--- src/rtl/rbm_pkg.sv ---
package rbm_pkg;
  typedef enum logic [1:0] {
    RBM_IDLE = 2'd0,
    RBM_RUN  = 2'd1,
    RBM_HOLD = 2'd2
  } rbm_state_e;
endpackage

--- src/rtl/rbm_shadow.sv ---
module rbm_shadow #(
  parameter int CNT_W = 8
) (
  input  logic             clk,
  input  logic             rst_n,
  input  logic             load,
  input  logic             use_live,
  input  logic [CNT_W-1:0] live_cnt,
  input  logic             live_two,
  input  logic             live_cont,
  output logic [CNT_W-1:0] eff_cnt,
  output logic             eff_two,
  output logic             eff_cont
);
  logic [CNT_W-1:0] cnt_q;
  logic             two_q;
  logic             cont_q;

  always_ff @(posedge clk) begin
    if (!rst_n) begin
      cnt_q  <= '0;
      two_q  <= 1'b0;
      cont_q <= 1'b0;
    end else if (load) begin
      cnt_q  <= live_cnt;
      two_q  <= live_two;
      cont_q <= live_cont;
    end
  end

  // While idle the live settings steer the first word; afterwards the held copy.
  always_comb begin
    eff_cnt  = use_live ? live_cnt  : cnt_q;
    eff_two  = use_live ? live_two  : two_q;
    eff_cont = use_live ? live_cont : cont_q;
  end
endmodule

--- src/rtl/rbm_seq.sv ---
module rbm_seq
  import rbm_pkg::*;
#(
  parameter int ADDR_W = 16,
  parameter int CNT_W  = 8
) (
  input  logic              clk,
  input  logic              rst_n,
  input  logic              accept,
  input  logic [ADDR_W-1:0] live_base,
  input  logic [CNT_W-1:0]  live_cnt,
  input  logic [CNT_W-1:0]  eff_cnt,
  input  logic              eff_two,
  input  logic              eff_cont,
  output logic              load,
  output logic              use_live,
  output logic              wr_req,
  output logic [ADDR_W-1:0] cur_addr,
  output logic              blk_end,
  output logic              fill_val
);
  localparam logic [ADDR_W-1:0] STEP = ADDR_W'(2);

  rbm_state_e       state_q, state_d;
  logic [CNT_W-1:0] idx_q, idx_d;
  logic             blk_q, blk_d;
  logic [ADDR_W-1:0] addr_q, addr_d;
  logic [ADDR_W-1:0] base_even;
  logic             live_off;
  logic             last_word;
  logic             pass_end;

  assign base_even = {live_base[ADDR_W-1:1], 1'b0};
  assign live_off  = (live_cnt == '0);
  assign use_live  = (state_q == RBM_IDLE);
  assign cur_addr  = use_live ? base_even : addr_q;
  assign wr_req    = accept && ((state_q == RBM_RUN) ||
                                ((state_q == RBM_IDLE) && !live_off));
  assign last_word = (idx_q == (eff_cnt - CNT_W'(1)));
  assign pass_end  = last_word && (!eff_two || blk_q);
  assign blk_end   = wr_req && last_word;
  assign fill_val  = blk_q;

  always_comb begin
    state_d = state_q;
    idx_d   = idx_q;
    blk_d   = blk_q;
    addr_d  = addr_q;
    load    = 1'b0;
    unique case (state_q)
      RBM_IDLE: begin
        load = 1'b1;
        if (wr_req) state_d = RBM_RUN;
      end
      RBM_HOLD: begin
        if (live_off) state_d = RBM_IDLE;
      end
      default: ;
    endcase
    if (wr_req) begin
      if (pass_end) begin
        idx_d = '0;
        blk_d = 1'b0;
        if (eff_cont) begin
          load    = 1'b1;
          addr_d  = base_even;
          state_d = live_off ? RBM_IDLE : RBM_RUN;
        end else begin
          state_d = RBM_HOLD;
        end
      end else if (last_word) begin
        idx_d  = '0;
        blk_d  = 1'b1;
        addr_d = cur_addr + STEP;
      end else begin
        idx_d  = idx_q + CNT_W'(1);
        addr_d = cur_addr + STEP;
      end
    end
  end

  always_ff @(posedge clk) begin
    if (!rst_n) begin
      state_q <= RBM_IDLE;
      idx_q   <= '0;
      blk_q   <= 1'b0;
      addr_q  <= '0;
    end else begin
      state_q <= state_d;
      idx_q   <= idx_d;
      blk_q   <= blk_d;
      addr_q  <= addr_d;
    end
  end
endmodule

--- src/rtl/rbm_wport.sv ---
module rbm_wport #(
  parameter int ADDR_W = 16,
  parameter int DATA_W = 16
) (
  input  logic              clk,
  input  logic              rst_n,
  input  logic              wr_req,
  input  logic [ADDR_W-1:0] req_addr,
  input  logic [DATA_W-1:0] req_data,
  input  logic              blk_end,
  input  logic              fill_val,
  output logic              wr_en,
  output logic [ADDR_W-1:0] wr_addr,
  output logic [DATA_W-1:0] wr_data,
  output logic              blk_done,
  output logic              fill_sel
);
  always_ff @(posedge clk) begin
    if (!rst_n) begin
      wr_en    <= 1'b0;
      wr_addr  <= '0;
      wr_data  <= '0;
      blk_done <= 1'b0;
      fill_sel <= 1'b0;
    end else begin
      wr_en    <= wr_req;
      blk_done <= blk_end;
      if (wr_req) begin
        wr_addr <= req_addr;
        wr_data <= req_data;
      end
      if (blk_end) fill_sel <= fill_val;
    end
  end
endmodule

--- src/rtl/result_block_mover.sv ---
module result_block_mover #(
  parameter int ADDR_W = 16,
  parameter int DATA_W = 16,
  parameter int CNT_W  = 8
) (
  input  logic              clk,
  input  logic              rst_n,
  input  logic [ADDR_W-1:0] cfg_base,
  input  logic [CNT_W-1:0]  cfg_count,
  input  logic              cfg_two_blk,
  input  logic              cfg_continuous,
  input  logic              res_valid,
  output logic              res_ready,
  input  logic [DATA_W-1:0] res_data,
  output logic              wr_en,
  output logic [ADDR_W-1:0] wr_addr,
  output logic [DATA_W-1:0] wr_data,
  output logic              blk_done,
  output logic              fill_sel
);
  logic             accept;
  logic             load;
  logic             use_live;
  logic [CNT_W-1:0] eff_cnt;
  logic             eff_two;
  logic             eff_cont;
  logic             wr_req;
  logic [ADDR_W-1:0] cur_addr;
  logic             blk_end;
  logic             fill_val;

  always_ff @(posedge clk) begin
    if (!rst_n) res_ready <= 1'b0;
    else        res_ready <= 1'b1;
  end

  assign accept = res_valid && res_ready;

  rbm_shadow #(.CNT_W(CNT_W)) u_shadow (
    .clk      (clk),
    .rst_n    (rst_n),
    .load     (load),
    .use_live (use_live),
    .live_cnt (cfg_count),
    .live_two (cfg_two_blk),
    .live_cont(cfg_continuous),
    .eff_cnt  (eff_cnt),
    .eff_two  (eff_two),
    .eff_cont (eff_cont)
  );

  rbm_seq #(.ADDR_W(ADDR_W), .CNT_W(CNT_W)) u_seq (
    .clk      (clk),
    .rst_n    (rst_n),
    .accept   (accept),
    .live_base(cfg_base),
    .live_cnt (cfg_count),
    .eff_cnt  (eff_cnt),
    .eff_two  (eff_two),
    .eff_cont (eff_cont),
    .load     (load),
    .use_live (use_live),
    .wr_req   (wr_req),
    .cur_addr (cur_addr),
    .blk_end  (blk_end),
    .fill_val (fill_val)
  );

  rbm_wport #(.ADDR_W(ADDR_W), .DATA_W(DATA_W)) u_wport (
    .clk     (clk),
    .rst_n   (rst_n),
    .wr_req  (wr_req),
    .req_addr(cur_addr),
    .req_data(res_data),
    .blk_end (blk_end),
    .fill_val(fill_val),
    .wr_en   (wr_en),
    .wr_addr (wr_addr),
    .wr_data (wr_data),
    .blk_done(blk_done),
    .fill_sel(fill_sel)
  );
endmodule

--- config.mk ---
export PLATFORM = sky130hd
export DESIGN_NAME = result_block_mover
export DESIGN_NICKNAME = d
export VERILOG_FILES = /design/src/rtl/rbm_pkg.sv /design/src/rtl/rbm_shadow.sv /design/src/rtl/rbm_seq.sv /design/src/rtl/rbm_wport.sv /design/src/rtl/result_block_mover.sv
export SDC_FILE = /design/constraint.sdc
export NUM_CORES = 1
export LEC_CHECK = 0
export CAP_MARGIN = 40
export CORE_AREA = 2 2 91 93
export CTS_CLUSTER_DIAMETER = 40
export CTS_CLUSTER_SIZE = 8
export DETAILED_ROUTE_END_ITERATION = 8
export DIE_AREA = 0 0 93 95
export DONT_BUFFER_PORTS = 1
export PLACE_DENSITY = 0.69
export SKIP_LAST_GASP = 1
export SLEW_MARGIN = 25
export SYNTH_ARGS = -nofsm -noshare
export SYNTH_HDL_FRONTEND = slang
export SYNTH_SLANG_ARGS = --single-unit
--- constraint.sdc ---
create_clock -name clk -period 10.3 [get_ports clk]
set_input_delay 2.06 -clock clk [delete_from_list [all_inputs] [get_ports clk]]
set_output_delay 2.06 -clock clk [all_outputs]
set_load 0.01 [all_outputs]
[Yosys cells after proc, flatten, opt, wreduce, memory -nomap -nowiden]
Index checks and enable logic that the tools add are counted.
Storage, ports and cells
  input bits: 45
  memories: 0
  memory bits (read-only): 0
  output and inout port bits: 36
  bits in registers: 73
  bits in latches: 0
  word-level logic and storage cells: 56
  RAM bits: 0
Cells by class
  $mul: 0
  order comparisons: 0
  divide/modulo/power cells: 0
  reductions and logical operators: 14
  bitwise logic cells: 0
  add/subtract/negate cells: 3
  mux-type cells: 22
  shift-type cells: 0
  eq/ne operators: 4
Operator list (number)
  $mux W16: 3
  $mux W8: 3
  $add A16 B2 Y16 const B: 1
  $mux W1: 10
  $mux W2: 5
  $add A8 B1 Y8 const B: 1
  $eq A8 B8 Y1: 1
  $logic_not A8 Y1: 1
  $sub A8 B1 Y8 const B: 1
  $logic_and A1 B1 Y1: 5
  $pmux W2 S2: 1
  $reduce_and A2 Y1: 2
  $eq A2 B1 Y1 const B: 1
  $eq A2 B2 Y1 const B: 1
  $logic_not A1 Y1: 2
  $logic_not A2 Y1: 1
  $logic_or A1 B1 Y1: 2
  $ne A2 B2 Y1 const B: 1
  $reduce_bool A2 Y1: 1

[Logic depth before layout (Yosys ltp)]
  depth after elaboration: 9
  depth in mapped cells: 18
  mapped depth without buffers: 12

[Hierarchy]
Synthesis repeated with hierarchy kept, for this count alone.
Second synthesis, totals
  cell total of the unflattened synthesis: 415
  area, all modules: 3931.3 um2
Modules (own cells, without submodules)
  rbm_seq: times used 1, cells each 261, area an instance 2037.0 um2, sequential area each 540.5 um2
  rbm_wport: times used 1, cells each 110, area an instance 1332.5 um2, sequential area each 700.7 um2
  rbm_shadow: times used 1, cells each 42, area an instance 535.5 um2, sequential area each 200.2 um2
  result_block_mover: times used 1, cells each 2, area an instance 26.3 um2, sequential area each 20.0 um2

[Worst setup path after synthesis]
OpenSTA, ideal clock, no wires.
  path kind: input -> register
  start: input port cfg_count[0]
  end: register u_seq.addr_q[14]
  setup time: 119 ps
  arrival: 4852 ps
  slack: 5330 ps
  stages: 14
  path buffers: 2
  path through: or3b_2 -> nand2_1 -> inv_1 -> ha_1 -> nor3b_1 -> and3b_1 -> o21bai_1 -> a21oi_1 -> or4_1 -> buf_2 -> o31a_1 -> buf_6 -> a21boi_1 -> o221a_2
On the way
  cells in the longest elaborated chain, start to end: 6
  elaborated cells on any way between the ends: 12
  those cells by class: add/sub: 1; eq/ne: 2; mux: 2; reduce/logical: 7
Ends and longest elaborated chain
  from (decl): RTL line result_block_mover.sv:9  | input logic [CNT_W-1:0] cfg_count,
  $mux W8 or $logic_not A8 Y1 (tied branches): RTL line rbm_shadow.sv:33, rbm_seq.sv:34
  $sub A8 B1 Y8 or $logic_not A1 Y1 (tied branches): RTL line rbm_seq.sv:39, rbm_seq.sv:38
  $eq A8 B8 Y1 or $logic_and A1 B1 Y1 (tied branches): RTL line rbm_seq.sv:39, rbm_seq.sv:38
  $logic_and A1 B1 Y1 or $logic_or A1 B1 Y1 (tied branches): RTL line rbm_seq.sv:40, rbm_seq.sv:37
  $ne A2 B2 Y1 (no source line) or $logic_and A1 B1 Y1 (tied branches)
  $reduce_and A2 Y1 (no source line)
  to (signal assigned): RTL line rbm_seq.sv:92  | addr_q <= addr_d;
  to (decl): RTL line rbm_seq.sv:27  | logic [ADDR_W-1:0] addr_q, addr_d;
Parallel ways exist; a longest one is shown, timed or not.
A chain may end at the register's enable or synchronous reset.

[Worst setup path after layout]
  start: input port cfg_count[0]
  end: register u_seq.addr_q[7]
The elaborated chain is that of the path after synthesis.

==> impl_metrics.tcl <==
set metrics [dict create \
    syn-cell-area_mm2 0.004217 \
    drt_iter0_markers 227 \
    grt_max_degree 48 \
    power_density_mw_per_mm2 141.7 \
    worstHoldPathType "reg -> reg" \
    rsz0062_at_grt "no" \
    synth-seq-cells 73 \
    critical_path.startpoint_type "primary input" \
    ant_nets 0 \
    synth_seq_area_share_pct 34.66 \
    crit_buf_inv 2 \
    hold_slack_ns 0.4645 \
    slowest_stage "or4_1" \
    hold_end "u_shadow.two_q" \
    std_cell_rows 33 \
    cts_hold_buf 0 \
    antenna_found_initial 0 \
    timing.fmax_mhz 187.8 \
    fin_area_mm2 0.004482 \
    hold_violations 0 \
    cts.clk_slew.worst_paths_ns 0.08 \
    cp_common_cell "o31a_1" \
    first_pass_iters 4 \
    worst_slew_pin_slew_ns 0.8496 \
    rr_worst_depth 13 \
    setup-violations-final 0 \
    synth.top_cell.area_share_pct 34.66 \
    cts_made_buffers 9 \
    grt-ovfl-total 0 \
    port_buffers 0 \
    hold_depth 2 \
    vdd_ir_drop_max_uv 81.63 \
    die_y_um 95 \
    routed_wl_um 10960 \
    path_delay_family "simple AND/OR/NAND/NOR gates" \
    syn_area_per_cell_um2 7.852 \
    die_width_um 93 \
    vias 3890 \
    r2r_start "u_seq.state_q[0]" \
    synth_cell_type_count 67 \
    postPlaceCellArea_mm2 0.004252 \
    h-tree-depth 3 \
    gp_congestion 0.8560 \
    rrSetupSlack_ns 5.73 \
    yosysTopAreaCell "dfxtp_1" \
    period_share_pct 51.69 \
    cp_max_fo 18 \
    routedWlPerCell_um 17.40 \
    cts-root-buf "clkbuf_8" \
    design.die.area_mm2 0.008835 \
    slew_viol_final 0 \
    remaining_drc_errors 0 \
    crit_path_end_kind "register" \
    worstSetupPathType "in -> reg" \
    finClkSkew_ns 0.01231 \
    grt.total_usage_pct 24.99 \
    slowest_delay_ns 0.87 \
    synth_ff_type "dfxtp_1" \
    antenna_cells 0 \
    grt_pass1_wl_um 17440 \
    cts_resized 0 \
    cts_setup_buffers 0 \
    required_ns 10.57 \
    p_leak_uw 0.001655 \
    drv_cap 0 \
    crit_chain "or3b_2, nand2_1, inv_1, ha_1, nor3b_1, a21boi_0, o21bai_1, a21oi_1, or4_1, o31a_1, buf_8, o31a_1, nor4_2" \
    synth_cells 537 \
    status "completed" \
    min_from "u_shadow.two_q" \
    synth_nets 585 \
    timing.setup.tns_ns 0 \
    nFillCells 778 \
    area_delta_synth_final_pct 6.291 \
    cts_buffer_depth 2 \
    ys_warn_count 0 \
    r2r_end "u_seq.addr_q[7]" \
    hpwl_um 7431 \
    cts_tree "built" \
    nNetsFinal 568 \
    critPathArrivalTime_ns 5.59 \
    synth-async-reset-ratio_pct 0 \
    synthTopCellsByArea "dfxtp_1 35%, nand2_1 8.1%, mux2i_1 6.2%" \
    initial_core_util_pct 53.19 \
    period_needed_ns 5.324 \
    io-pin-count 81 \
    drive_above_1_share_pct 7.810 \
    yosys.cell_count.top_type "nand2_1" \
    relSlewSlack_pct 43.29 \
    grt_pass1_vias 3606 \
    cts.sinks 73 \
    core_area_mm2 0.007928 \
    synth_edf_count 0 \
    synth_commonest_cells "91 x nand2_1, 73 x dfxtp_1, 50 x nor2_1" \
    via_per_inst 6.175 \
    clk_latency_ns 0.36 \
]
cell usage in the layout (no fill, tap or decap), types with 4 or more instances in the layout:
master,instances
o31a_1,5
o211ai_1,12
a31oi_1,5
a311oi_1,4
buf_4,6
inv_1,5
and2_1,5
nor4_1,5
clkinv_2,4
o31ai_1,6
o21ai_0,25
clkbuf_8,9
or3_1,7
nand4_1,6
xor2_1,12
nor3b_1,6
nand2_1,91
dfxtp_1,73
mux2i_1,26
xnor2_1,10
a211oi_1,14
nand3b_1,4
a21oi_1,38
nand3_1,6
and3_1,8
nor2_1,49
o21a_1,4
nor3_1,21
metrics by stage:
stage / power, uW / utilization [%] / setup slack, ns / cells
final: 634.9 / 56.53 / 4.976 / 630
after global routing: 664.2 / 56.53 / 4.685 / 630
after CTS: 638.3 / 56.04 / 4.998 / 628
after detailed placement: 414.0 / 53.63 / 4.619 / 612
after global placement: 409.5 / 53.25 / 4.468 / 610
after floorplan: 395.0 / - / 5.330 / 537
routing by layer:
layer	GRT usage, %	wire, um	up-vias	share of wire (%)
met5	0	0	-	0
met4	8.701	199	0	1.8
met3	6.704	753	16	6.9
met2	42.57	5299	111	48
met1	30.54	4709	1854	43
li1	-	-	1909	-
registers in the layout, summed over array words and instances (netlist names), 2 cells and up:
| name | flops |
|---|---|
| u_seq.addr_q | 16 |
| u_seq.idx_q | 8 |
| u_seq.state_q | 2 |
| u_wport.wr_data | 16 |
| u_wport.wr_addr | 16 |
| u_shadow.cnt_q | 8 |
cells by family after synthesis:
kind of cell               after synthesis  share of synthesized area, %
DFF                                     73                         34.66
adders and majority gates                3                        0.8903
AOI/OAI and AO/OA                      139                         22.46
muxes                                   26                         6.172
and+or+nand+nor                        230                         26.47
xor gates and xnor gates                22                         4.570
buffers and inverters                   44                         4.777
report_power, final:
group,total [uW],switching [uW],internal [uW]
registers,315,17.8,297
logic,94.3,55.4,38.9
clock network,226,114,112
worst register-to-register path, delay by kind of cell, from the launching register on:
family	cells	cell delay (ns)
and+or+nand+nor	5	1.92
AOI/OAI and AO/OA	5	1.13
DFF	1	0.88
buffers and inverters	2	0.32
adders and majority gates	1	0.25
how the worst max path moves through the flow:
stage,from,endpoint,slack [ns],depth (start not counted)
global placement,cfg_count[0],u_seq.addr_q[14],4.47,12
finish,cfg_count[0],u_seq.addr_q[7],4.98,13
global route,cfg_count[0],u_seq.addr_q[7],4.69,13
detailed placement,cfg_count[0],u_seq.addr_q[7],4.62,13
floorplan,cfg_count[0],u_seq.addr_q[14],5.33,14
CTS,cfg_count[0],u_seq.addr_q[7],5.00,13
final cells by class:
| type | count | area (um^2) | area share, % |
|---|---|---|---|
| Clock buffer | 9 | 123.9 | 2.764 |
| Clock inverter | 7 | 67.56 | 1.508 |
| Inverter | 6 | 22.52 | 0.5025 |
| Multi-Input combinational cell | 420 | 2561 | 57.15 |
| Sequential cell | 73 | 1461 | 32.61 |
| Tap cell | 105 | 131.4 | 2.931 |
| Timing Repair Buffer | 10 | 113.9 | 2.540 |
Power figures use the tool's default switching activity.
